**config.mk**
```make
export PLATFORM = sky130hd
export DESIGN_NAME = pwm_evt_action
export DESIGN_NICKNAME = d
export VERILOG_FILES = /design/src/rtl/pwm_evt_pkg.sv /design/src/rtl/pwm_evt_gate.sv /design/src/rtl/pwm_evt_prio.sv /design/src/rtl/pwm_evt_outreg.sv /design/src/rtl/pwm_evt_action.sv
export SDC_FILE = /design/constraint.sdc
export NUM_CORES = 1
export LEC_CHECK = 0
export BUFFER_PORTS_ARGS = -buffer_cell sky130_fd_sc_hd__buf_2
export CAP_MARGIN = 30
export CORE_AREA = 2 2 39 41
export CTS_BUF_LIST = sky130_fd_sc_hd__clkbuf_2
export DETAILED_ROUTE_END_ITERATION = 16
export DIE_AREA = 0 0 41 43
export SYNTH_ARGS = -nofsm -noshare
export SYNTH_HDL_FRONTEND = slang
export SYNTH_SLANG_ARGS = --single-unit
```
**constraint.sdc**
```tcl
create_clock -name clk -period 1.7 [get_ports clk]
set_clock_uncertainty 0.15 [all_clocks]
set_input_delay 0.34 -clock clk [delete_from_list [all_inputs] [get_ports clk]]
set_output_delay 0.34 -clock clk [all_outputs]
set_load 0.05 [all_outputs]
```
**src/rtl/pwm_evt_pkg.sv**
```systemverilog
package pwm_evt_pkg;
   localparam int N_EVT = 6;
   localparam int ACT_W = 2;

   // event slot indices; slot i owns action bits [2i+1:2i]
   localparam int EVT_ZERO = 0;
   localparam int EVT_LOAD = 1;
   localparam int EVT_CAU  = 2;
   localparam int EVT_CAD  = 3;
   localparam int EVT_CBU  = 4;
   localparam int EVT_CBD  = 5;

   typedef enum logic [ACT_W-1:0] {
      ACT_HOLD   = 2'd0,
      ACT_TOGGLE = 2'd1,
      ACT_CLEAR  = 2'd2,
      ACT_SET    = 2'd3
   } act_e;
endpackage

```
**src/rtl/pwm_evt_gate.sv**
```systemverilog
module pwm_evt_gate
   import pwm_evt_pkg::*;
#(
   parameter int NE = N_EVT
)(
   input  logic          updown_mode,
   input  logic [NE-1:0] ev_raw,
   output logic [NE-1:0] ev_q
);
   genvar i;
   generate
      for (i = 0; i < NE; i++) begin : g_slot
         if (i == EVT_CAU || i == EVT_CBU) begin : g_up
            assign ev_q[i] = ev_raw[i] & updown_mode;
         end else begin : g_pass
            assign ev_q[i] = ev_raw[i];
         end
      end
   endgenerate
endmodule

```
**src/rtl/pwm_evt_prio.sv**
```systemverilog
module pwm_evt_prio
   import pwm_evt_pkg::*;
#(
   parameter int OUT_SEL = 0,
   parameter int NE      = N_EVT,
   parameter int AW      = ACT_W,
   localparam int WW     = NE * AW
)(
   input  logic [NE-1:0] ev,
   input  logic [WW-1:0] act_word,
   output logic          sel_hit,
   output act_e          sel_act
);
   logic [AW-1:0] fld [NE];
   genvar i;
   generate
      for (i = 0; i < NE; i++) begin : g_fld
         assign fld[i] = act_word[i*AW +: AW];
      end
   endgenerate

   logic          a_hit, b_hit, p_hit, s_hit;
   logic [AW-1:0] a_act, b_act, p_act, s_act;

   assign a_hit = ev[EVT_CAU] | ev[EVT_CAD];
   assign a_act = ev[EVT_CAU] ? fld[EVT_CAU] : fld[EVT_CAD];
   assign b_hit = ev[EVT_CBU] | ev[EVT_CBD];
   assign b_act = ev[EVT_CBU] ? fld[EVT_CBU] : fld[EVT_CBD];

   generate
      if (OUT_SEL == 0) begin : g_out_a
         assign p_hit = a_hit;  assign p_act = a_act;
         assign s_hit = b_hit;  assign s_act = b_act;
      end else begin : g_out_b
         assign p_hit = b_hit;  assign p_act = b_act;
         assign s_hit = a_hit;  assign s_act = a_act;
      end
   endgenerate

   always_comb begin
      sel_hit = 1'b1;
      if (ev[EVT_ZERO])      sel_act = act_e'(fld[EVT_ZERO]);
      else if (ev[EVT_LOAD]) sel_act = act_e'(fld[EVT_LOAD]);
      else if (p_hit)        sel_act = act_e'(p_act);
      else if (s_hit)        sel_act = act_e'(s_act);
      else begin
         sel_hit = 1'b0;
         sel_act = ACT_HOLD;
      end
   end
endmodule

```
**src/rtl/pwm_evt_outreg.sv**
```systemverilog
module pwm_evt_outreg
   import pwm_evt_pkg::*;
(
   input  logic clk,
   input  logic rst_n,
   input  logic sel_hit,
   input  act_e sel_act,
   output logic q
);
   always_ff @(posedge clk) begin
      if (!rst_n) q <= 1'b0;
      else if (sel_hit) begin
         case (sel_act)
            ACT_TOGGLE: q <= ~q;
            ACT_CLEAR:  q <= 1'b0;
            ACT_SET:    q <= 1'b1;
            default:    q <= q;
         endcase
      end
   end

   assert_clear_R2: assert property (@(posedge clk) disable iff (!rst_n)
      (sel_hit && sel_act == ACT_CLEAR) |=> !q);
   assert_set_R2: assert property (@(posedge clk) disable iff (!rst_n)
      (sel_hit && sel_act == ACT_SET) |=> q);
   assert_toggle_R2: assert property (@(posedge clk) disable iff (!rst_n)
      (sel_hit && sel_act == ACT_TOGGLE) |=> (q != $past(q)));
   assert_rst_low_R1: assert property (@(posedge clk)
      !rst_n |=> !q);
endmodule

```
**src/rtl/pwm_evt_action.sv**
```systemverilog
module pwm_evt_action
   import pwm_evt_pkg::*;
#(
   parameter int OUT_SEL = 0,
   parameter int AW      = ACT_W,
   localparam int WW     = N_EVT * AW
)(
   input  logic          clk,
   input  logic          rst_n,
   input  logic          updown_mode,
   input  logic          ev_zero,
   input  logic          ev_load,
   input  logic          ev_cmpa_up,
   input  logic          ev_cmpa_dn,
   input  logic          ev_cmpb_up,
   input  logic          ev_cmpb_dn,
   input  logic [WW-1:0] act_word,
   output logic          pwm_out
);
   generate
      if (OUT_SEL != 0 && OUT_SEL != 1) begin : g_bad_sel
         $error("pwm_evt_action: OUT_SEL must be 0 or 1");
      end
      if (AW != ACT_W) begin : g_bad_aw
         $error("pwm_evt_action: action field width must match act_e");
      end
   endgenerate

   logic [N_EVT-1:0] ev_raw, ev_q;
   logic             sel_hit;
   act_e             sel_act;

   assign ev_raw = {ev_cmpb_dn, ev_cmpb_up, ev_cmpa_dn, ev_cmpa_up, ev_load, ev_zero};

   pwm_evt_gate #(.NE(N_EVT)) u_gate (
      .updown_mode(updown_mode), .ev_raw(ev_raw), .ev_q(ev_q));

   pwm_evt_prio #(.OUT_SEL(OUT_SEL), .NE(N_EVT), .AW(AW)) u_prio (
      .ev(ev_q), .act_word(act_word), .sel_hit(sel_hit), .sel_act(sel_act));

   pwm_evt_outreg u_oreg (
      .clk(clk), .rst_n(rst_n), .sel_hit(sel_hit), .sel_act(sel_act), .q(pwm_out));

   // input assumption: a comparator reports one direction at a time
   assert_dir_excl_R4: assert property (@(posedge clk) disable iff (!rst_n)
      !(ev_cmpa_up && ev_cmpa_dn) && !(ev_cmpb_up && ev_cmpb_dn));

   assert_idle_hold_R9: assert property (@(posedge clk) disable iff (!rst_n)
      (ev_raw == '0) |=> $stable(pwm_out));

   assert_down_mask_R4: assert property (@(posedge clk) disable iff (!rst_n)
      (!updown_mode && !ev_zero && !ev_load && !ev_cmpa_dn && !ev_cmpb_dn)
      |=> $stable(pwm_out));

   assert_zero_wins_R5: assert property (@(posedge clk) disable iff (!rst_n)
      (ev_zero && act_word[1:0] == 2'd3) |=> pwm_out);

   assert_zero_over_load_R6: assert property (@(posedge clk) disable iff (!rst_n)
      (ev_zero && ev_load && act_word[1:0] == 2'd2) |=> !pwm_out);

   generate
      if (OUT_SEL == 0) begin : g_chk_a
         assert_tie_a_R7: assert property (@(posedge clk) disable iff (!rst_n)
            (!ev_zero && !ev_load && ev_cmpa_dn && ev_cmpb_dn && !ev_cmpa_up
             && act_word[7:6] == 2'd3) |=> pwm_out);
      end else begin : g_chk_b
         assert_tie_b_R8: assert property (@(posedge clk) disable iff (!rst_n)
            (!ev_zero && !ev_load && ev_cmpa_dn && ev_cmpb_dn && !ev_cmpb_up
             && act_word[11:10] == 2'd3) |=> pwm_out);
      end
   endgenerate
endmodule

```
==> results.txt <==
power share of the clock group = 0%
required time worst endpoint = 1430 ps
crit path kind = input pin to flop
placer's final routability congestion estimate = 0.717
DRT iter0 DRCs = 1
Switching Fraction = 41.4%
Max Clock Freq = 0.604 GHz
hold_buf cts = 0
vias in the first global route = 270
gr usage total = 8.00%
Final setup viols = 0
Critical path destination = u_oreg.q
relative slew slack = 79.8%
Placed Cells = 65
sequential cell area fraction in the yosys report = 10.4%
max-slew violation count = 0
WHS Path Cells = 2
CP endpoint kind = flop
Largest Register = u_oreg.q
LEAKAGE = 0.160 nW
diode count = 0
std cell rows = 14
Peak VDD IR = 85.5 uV
initial core utilization = 13.9%
Worst-Margin Slew = 298 ps
Net Switching = 46.5 uW
DR WL/cell = 10.3 um
critical path launch point = updown_mode
postcts setup bufs = 0
pwr/cell area = 339 mW/mm^2
outcome = finished, final reports clean
top-level port count = 22
fin nets = 72
Clk Latency, worst-skew pair = 0 ps
Largest register FFs = 1
first-pass GRT wire length = 1050 um
number of synthesis warnings = 0
Max Cap Viol = 0
Post-Syn Nets = 49
vias per cell = 4.68
FF-to-FF path depth = 4
GRT overflow = 0
type of the worst min-delay path = input pin to flop
core box area = 0.00138 mm^2
height of the chip = 43 um
Final period util = 97.4%
most common cell after layout, fill and taps aside = buf_2
internal power = 66.0 uW
TNS Setup = 0 ps
initial antenna violation count = 0
Synth Register Bits = 1
Post-Syn Area per Cell = 6.88 um^2
final hold vios = 0
drt pass-1 iters = 4
R2R setup slack = 610 ps
Port Buf Inserts = 21
post-CTS sizing = 0
FF-to-FF End = u_oreg.q
synthesized area = 193 um^2
R2R Path Start = u_oreg.q
crit path max fanout = 8
synth unique cells = 20
largest registers = u_oreg.q x1
fin cells = 65
final wirelength = 671 um
sequential share of power = 26.0%
Gate Count Post-Synth = 28
largest net degree at the start of global routing = 9
Gate power share = 74.0%
Residual DRC = 0
Die Area = 0.00176 mm^2
crit path time final = 1660 ps
startpoint types = input pin
Core Util, Final = 24.0%
Arr. time, crit path = 1390 ps
DR vias = 304
Die Wd = 41 um
Reg clk slew, reported paths = 0 ps
commonest cells after routing, fill and taps aside = buf_2 (21), nand2_1 (5), and2_1 (3)
layout cell share with drive strength beyond 1 = 49.0%
post-route antenna net violation count = 0
P&R area growth vs syn = 72.1%
hpwl dp = 574 um
cell usage after synthesis:
| master | number | area share [%] |
|---|---|---|
| and2_1 | 3 | 9.7 |
| xor2_1 | 1 | 4.5 |
| o21ai_0 | 1 | 2.6 |
| nor2b_1 | 1 | 3.2 |
| nand2_1 | 5 | 9.7 |
| inv_1 | 2 | 3.9 |
| a221oi_2 | 1 | 7.8 |
| a21o_1 | 1 | 3.9 |
| a221oi_1 | 2 | 9.1 |
| dfxtp_1 | 1 | 10 |
| nand3b_1 | 1 | 3.9 |
| nor4_1 | 1 | 3.2 |
| o311ai_1 | 1 | 4.5 |
| o22ai_1 | 1 | 3.2 |
| a31oi_1 | 1 | 3.2 |
| nor4bb_1 | 1 | 5.2 |
| nor3_1 | 1 | 2.6 |
| o221ai_1 | 1 | 4.5 |
| nor2_1 | 1 | 1.9 |
| nand3_1 | 1 | 2.6 |
metrics by stage:
step	power (mW)	hold slack (ps)	setup slack, ps	area [um^2]
after floorplan	0.0694	312	251	193
after global placement	0.109	392	17.7	318
after detailed placement	0.110	396	21.5	318
after CTS	0.110	396	17.0	318
after global routing	0.122	412	-7.43	332
final	0.113	393	44.5	332
power by group through the flow:
stage	Clock, mW	Combinational (mW)	Sequential, mW
after global placement	0	0.0794	0.0293
final	0	0.0833	0.0293
after global routing	0	0.0916	0.0303
after CTS	0	0.0807	0.0294
after detailed placement	0	0.0802	0.0293
after floorplan	0	0.0287	0.0407
final cells by class:
class | instances | area [um^2]
sequential | 1 | 20.0
fill | 172 | 1050
inverter | 2 | 7.51
timing repair buffer | 21 | 105
tap | 16 | 20.0
multi-input combinational | 25 | 179
cells by family after synthesis:
logic type / synth area share (%)
flip-flops: 10.4
AO/OA/AOI/OAI: 39.0
AND/OR/NAND/NOR: 42.2
buffers and inverters: 3.90
XOR/XNOR: 4.55
metal layers:
| layer | track usage [%] | wire length, um | vias to the layer above |
|---|---|---|---|
| li1 | - | - | 153 |
| met1 | 13.0 | 299 | 135 |
| met2 | 12.2 | 296 | 16 |
| met3 | 0 | 75 | 0 |
| met4 | 0 | 0 | 0 |
| met5 | 0 | 0 | - |
critical path: stages:
cell and delay [ps]:
buf_2 150, and2_1 180, nor4_2 260, o22ai_1 130, xor2_1 180, and2_1 160
worst min-delay path by stage:
stage	startpoint	end	slack [ps]
after floorplan	rst_n	u_oreg.q	310
after global placement	rst_n	u_oreg.q	390
after detailed placement	rst_n	u_oreg.q	400
after CTS	rst_n	u_oreg.q	400
after global routing	rst_n	u_oreg.q	410
final	rst_n	u_oreg.q	390
No activity file was read; power rests on OpenSTA's default activity.
